`src/rtl/bus_rec_pkg.sv`:
```
package bus_rec_pkg;
  typedef enum logic [3:0] {
    RS_IDLE, RS_CHECK, RS_PS_LO, RS_PS_HI, RS_XCK_LO, RS_XCK_HI,
    RS_CK_LO, RS_CK_HI, RS_FINISH
  } rec_state_e;

  typedef enum logic [1:0] {
    PH_FIRST, PH_RETRY, PH_LAST
  } rec_phase_e;
endpackage

```
`src/rtl/line_sync.sv`:
```
module line_sync #(
  parameter int W = 2
) (
  input  logic         clk,
  input  logic         rst_n,
  input  logic [W-1:0] d_i,
  output logic [W-1:0] q_o
);
  logic [W-1:0] meta_q, stab_q;

  always_ff @(posedge clk or negedge rst_n) begin
    if (!rst_n) begin
      meta_q <= '1;
      stab_q <= '1;
    end else begin
      meta_q <= d_i;
      stab_q <= meta_q;
    end
  end

  assign q_o = stab_q;
endmodule

```
`src/rtl/bit_timer.sv`:
```
module bit_timer #(
  parameter int DELAY_CYCLES = 250
) (
  input  logic clk,
  input  logic rst_n,
  input  logic run_i,
  output logic expire_o
);
  localparam int CW = (DELAY_CYCLES > 1) ? $clog2(DELAY_CYCLES) : 1;
  localparam logic [CW-1:0] LAST = CW'(DELAY_CYCLES - 1);

  logic [CW-1:0] cnt_q;

  assign expire_o = run_i && (cnt_q == LAST);

  always_ff @(posedge clk or negedge rst_n) begin
    if (!rst_n)                 cnt_q <= '0;
    else if (!run_i || expire_o) cnt_q <= '0;
    else                        cnt_q <= cnt_q + 1'b1;
  end

  // each timed phase lasts DELAY_CYCLES, so the count never passes the limit
  p_timer_bound_r11: assert property (@(posedge clk) disable iff (!rst_n)
    cnt_q <= LAST);
endmodule

```
`src/rtl/bus_recovery_seq.sv`:
```
module bus_recovery_seq
  import bus_rec_pkg::*;
#(
  parameter int DELAY_CYCLES = 250,
  parameter int NUM_PULSES   = 9,
  parameter bit SCL_PRESENT  = 1'b1,
  parameter bit SDA_PRESENT  = 1'b1
) (
  input  logic       clk,
  input  logic       rst_n,
  input  logic       start_i,
  input  logic       xfer_pending_i,
  input  logic       scl_i,
  input  logic       sda_i,
  output logic       scl_oe_o,
  output logic       sda_oe_o,
  output logic       busy_o,
  output logic       done_o,
  output logic [1:0] line_stat_o
);
  localparam int PW = $clog2(NUM_PULSES + 1);
  localparam logic [PW-1:0] PULSE_LAST = PW'(NUM_PULSES - 1);

  rec_state_e    state_q, state_d;
  rec_phase_e    phase_q, phase_d;
  logic [PW-1:0] pulse_q, pulse_d;
  logic [1:0]    raw_lines, sync_lines;
  logic          scl_s, sda_s, both_high;
  logic          timed, tick;
  logic          done_q;
  logic [1:0]    stat_q;

  // an absent wire reads as high
  generate
    if (SCL_PRESENT) begin : g_scl_pin
      assign raw_lines[1] = scl_i;
    end else begin : g_scl_none
      assign raw_lines[1] = 1'b1;
    end
    if (SDA_PRESENT) begin : g_sda_pin
      assign raw_lines[0] = sda_i;
    end else begin : g_sda_none
      assign raw_lines[0] = 1'b1;
    end
  endgenerate

  line_sync #(.W(2)) u_sync (
    .clk(clk), .rst_n(rst_n), .d_i(raw_lines), .q_o(sync_lines)
  );

  assign scl_s     = sync_lines[1];
  assign sda_s     = sync_lines[0];
  assign both_high = scl_s && sda_s;

  assign timed = (state_q == RS_PS_LO)  || (state_q == RS_PS_HI) ||
                 (state_q == RS_XCK_LO) || (state_q == RS_XCK_HI) ||
                 (state_q == RS_CK_LO)  || (state_q == RS_CK_HI);

  bit_timer #(.DELAY_CYCLES(DELAY_CYCLES)) u_timer (
    .clk(clk), .rst_n(rst_n), .run_i(timed), .expire_o(tick)
  );

  always_comb begin
    state_d = state_q;
    phase_d = phase_q;
    pulse_d = pulse_q;
    unique case (state_q)
      RS_IDLE: begin
        if (start_i || (xfer_pending_i && !both_high)) begin
          state_d = RS_CHECK;
          phase_d = PH_FIRST;
          pulse_d = '0;
        end
      end
      RS_CHECK: begin
        if (both_high)                state_d = RS_PS_LO;
        else if (phase_q == PH_FIRST) state_d = RS_XCK_LO;
        else if (phase_q == PH_RETRY) state_d = RS_CK_LO;
        else                          state_d = RS_FINISH;
      end
      RS_PS_LO:  if (tick) state_d = RS_PS_HI;
      RS_PS_HI: begin
        if (tick) state_d = (phase_q == PH_LAST) ? RS_FINISH : RS_CK_LO;
      end
      RS_XCK_LO: if (tick) state_d = RS_XCK_HI;
      RS_XCK_HI: begin
        if (tick) begin
          phase_d = PH_RETRY;
          state_d = RS_CHECK;
        end
      end
      RS_CK_LO:  if (tick) state_d = RS_CK_HI;
      RS_CK_HI: begin
        if (tick) begin
          if (pulse_q == PULSE_LAST) begin
            phase_d = PH_LAST;
            state_d = RS_CHECK;
          end else begin
            pulse_d = pulse_q + 1'b1;
            state_d = RS_CK_LO;
          end
        end
      end
      RS_FINISH: state_d = RS_IDLE;
      default:   state_d = RS_IDLE;
    endcase
  end

  always_ff @(posedge clk or negedge rst_n) begin
    if (!rst_n) begin
      state_q <= RS_IDLE;
      phase_q <= PH_FIRST;
      pulse_q <= '0;
      done_q  <= 1'b0;
      stat_q  <= 2'b11;
    end else begin
      state_q <= state_d;
      phase_q <= phase_d;
      pulse_q <= pulse_d;
      done_q  <= (state_q == RS_FINISH);
      if (state_q == RS_FINISH) stat_q <= sync_lines;
    end
  end

  assign scl_oe_o    = (state_q == RS_XCK_LO) || (state_q == RS_CK_LO);
  assign sda_oe_o    = (state_q == RS_PS_LO);
  assign busy_o      = (state_q != RS_IDLE);
  assign done_o      = done_q;
  assign line_stat_o = stat_q;

  // SDA is pulled only while SCL is released
  p_drive_exclusive_r3: assert property (@(posedge clk) disable iff (!rst_n)
    sda_oe_o |-> !scl_oe_o);
  // a pseudo-stop begins only after both wires were seen high
  p_ps_gate_r3: assert property (@(posedge clk) disable iff (!rst_n)
    $rose(sda_oe_o) |-> $past(both_high));
  // the pulse index stays within the train
  p_pulse_bound_r5: assert property (@(posedge clk) disable iff (!rst_n)
    pulse_q <= PULSE_LAST);
  // done is a single-cycle pulse
  p_done_single_r7: assert property (@(posedge clk) disable iff (!rst_n)
    done_o |=> !done_o);
  // end of busy coincides with done
  p_done_at_end_r7: assert property (@(posedge clk) disable iff (!rst_n)
    $fell(busy_o) |-> done_o);
  // both wires released whenever idle
  p_idle_released_r7: assert property (@(posedge clk) disable iff (!rst_n)
    !busy_o |-> (!scl_oe_o && !sda_oe_o));
endmodule

```
`config.mk`:
```
export PLATFORM = sky130hd
export DESIGN_NAME = bus_recovery_seq
export DESIGN_NICKNAME = d
export VERILOG_FILES = /design/src/rtl/bus_rec_pkg.sv /design/src/rtl/line_sync.sv /design/src/rtl/bit_timer.sv /design/src/rtl/bus_recovery_seq.sv
export SDC_FILE = /design/constraint.sdc
export NUM_CORES = 1
export LEC_CHECK = 0
export BUFFER_PORTS_ARGS = -buffer_cell sky130_fd_sc_hd__buf_2
export CAP_MARGIN = 20
export CORE_MARGIN = 1
export CORE_UTILIZATION = 50
export DETAILED_ROUTE_END_ITERATION = 6
export PLACE_DENSITY = 0.72
export SLEW_MARGIN = 5
export SYNTH_ARGS = -nofsm -noshare
export SYNTH_HDL_FRONTEND = slang
export SYNTH_SLANG_ARGS = --single-unit
```
`constraint.sdc`:
```
create_clock -name clk -period 1.8 [get_ports clk]
set_clock_uncertainty 0.05 [all_clocks]
set_input_delay 0.36 -clock clk [delete_from_list [all_inputs] [get_ports clk]]
set_output_delay 0.36 -clock clk [all_outputs]
set_load 0.005 [all_outputs]
```
==> results.cfg <==
[outcome]
outcome = completed

[synth]
syn_nets = 143
syn_inst = 133
synthFlopType = dfrtp_1
synthArstFlopShare_pct = 100
syn_area_per_cell_sq_um = 9.94
ys_ff_latch = 25
synth_area_sq_um = 1320
yosysSeqAreaShare_pct = 47.9
ys_warn_count = 0
synth_cell_types = 46
synth_edf_count = 0

[worst_setup_path]
path_buf_inv = 1
crit_fanout = 4
rrSetupSlack_ps = 80
path_depth = 6
slowest_stage = dfrtp_1
path_delay_family = flip-flops
crit_chain = inv_1 -> ha_1 -> and4b_4 -> a211o_1 -> and2_4 -> mux2_4
cp-end-kind = flip-flop
critPathLaunchType = flip-flop
cp.required_ps = 1960
critPathArrivalTime_ps = 1880
r2r_cells = 6
path_class = reg -> reg
cpPeakStageDelay_ps = 420

[clocking]
clock_sinks = 25
clockRootBuffer = clkbuf_4
cts_buffers = 3
tritoncts = built
clkTransAtPathRegs_ps = 140
cts_max_level = 1
clkLatencyLatePin_ps = 310
clk_path_buf_depth = 2

[final_layout]
fillers = 230
ff_latch_area_sq_um = 634
stdcell_area_sq_um = 1510
layout_common_cells = dfrtp_1, nor2_1, buf_2
diodes = 0
final_common_cell = dfrtp_1
layout-drive-gt1-share_pct = 27.6
multiInputGateArea_sq_um = 634
area_delta_synth_final_pct = 14.2
post-route-util_pct = 61.0
nets = 163

[hold_path]
hold_path_depth = 1
hold_path.class = in -> reg

[power]
powerDensity_nw_per_um2 = 1410
ir_drop_mv = 0.842
power.total_mw = 2.13
cellLeakagePower_nw = 0.706

[sta]
worstMarginPinSlew_ps = 513
slew_violations = 0
slew_headroom_pct = 64.9
timing.fmax_mhz = 582
hold_viol = 0
fin_crit_sh_pct = 95.5
layout_setup_ws_ps = 81.5
layout_min_cycle_time_ps = 1720
finalSetupViolCount = 0

[route]
antenna_left = 0
drt-pass1-iter-count = 4
remaining_drc_errors = 0
drt-initial-drc-count = 13
wire_per_inst_microns = 13.5
avgViaCountPerCell = 5.49
vias = 999
drt_wl_total_mm = 2.45

[global_route]
grt_pass1_wl_mm = 4.21
gr-total-overflow = 0
grt.total_usage_pct = 20.6
grt_pass1_vias = 990
antenna_found_initial = 0
grt_max_degree = 26

[floorplan]
rows = 18
core_area_sq_um = 2480
start_util_pct = 53.4
ios = 12
fp.dieArea_sq_um = 2850
die_height_microns = 53.4
die_w_microns = 53.4

[placement]
portBuffers = 11
dpl_cell_area_sq_um = 1430
place_ws_ps = 16.5
hpwlAfterDp_mm = 1.84
place.gp.congestion = 0.815

[flow_run]
cap_viol_max_count = 0
-- power by group --
group          internal (mW)  switching, mW
Combinational          0.500          0.514
Clock                 0.0846          0.164
Sequential             0.718          0.154
Total                   1.30          0.832
-- sequential cells by signal (all words and copies together), names as in the netlist --
name and cells:
done_o 1, line_stat_o 2, phase_q 2, pulse_q 4, state_q 4, u_sync.meta_q 2, u_sync.q_o 2, u_timer.cnt_q 8
-- final cells by class --
cell class,count,share of cell area (%)
clock buffers,3,1.49
flip-flops and latches,25,42.0
multi-input cells,93,42.0
clock inverters,1,0.497
well taps,30,2.49
inverters,9,2.24
repair buffers,21,9.28
-- what timing repair did --
action                     4_1_cts  5_1_grt
hold buffers                     1        0
setup endpoints to repair        2        4
resized for setup                1        5
hold endpoints to repair        19        0
buffers inserted                 1        1
pin swaps                        1        1
-- worst paths after layout --
check / start / to
max: u_timer.cnt_q[1] / state_q[2]
min: scl_i / u_sync.meta_q[1]
max reg2reg: u_timer.cnt_q[1] / state_q[2]
min reg2reg: u_sync.meta_q[1] / u_sync.q_o[1]
max in group asynchronous: rst_n / state_q[3]
min in group asynchronous: rst_n / done_o
-- cell families (layout without fill, tap and decap cells) --
| kind of cell | count (synthesis) | after routing | share of synthesized area [%] |
|---|---|---|---|
| buffers and inverters | 15 | 34 | 5.11 |
| DFF | 25 | 25 | 47.9 |
| xor gates and xnor gates | 5 | 5 | 3.31 |
| and+or+nand+nor | 53 | 53 | 22.6 |
| AOI/OAI and AO/OA | 26 | 26 | 12.6 |
| muxes | 5 | 5 | 4.73 |
| adders and majority gates | 4 | 4 | 3.78 |
-- worst reg2reg max path: cells and delay by family (launching register included) --
family | cells | cell delay, ps
AOI/OAI and AO/OA | 1 | 270
adders and majority gates | 1 | 180
buffers and inverters | 1 | 60
DFF | 1 | 420
muxes | 1 | 290
and+or+nand+nor | 2 | 350
-- synthesized netlist by cell type (all sizes together) (2+ instances only) --
cell	n	share of area [%]
a21oi	7	2.6
and3	4	1.9
and4	2	1.3
and4b	2	1.8
buf	3	1.6
clkbuf	3	0.95
dfrtp	19	36
dfstp	6	12
ha	4	3.8
inv	9	2.6
mux2	4	4.0
nand2	10	2.8
nand2b	3	1.4
nand3	6	2.3
nand3b	2	1.1
nor2	12	3.4
nor2b	2	0.95
nor4	2	1.4
o21ai	7	2.6
o31ai	3	1.7
or2	2	0.95
xor2	4	2.6
-- metal layers --
layer	part of all wire, %	track usage (%)	vias up
met3	2.6	4.31	4
met4	1.4	7.02	0
li1	-	-	499
met2	50	36.0	12
met1	46	24.6	484
met5	0	0	-
-- metrics by stage --
step           cells  hold WS, ps  TNS, ps
6_report         182         77.5        0
5_1_grt          182         48.8    -8.50
4_1_cts          181         66.9        0
3_5_place_dp     175          302        0
3_3_place_gp     175          296        0
2_1_floorplan    133         14.4        0
No activity file was read; power rests on OpenSTA's default activity.
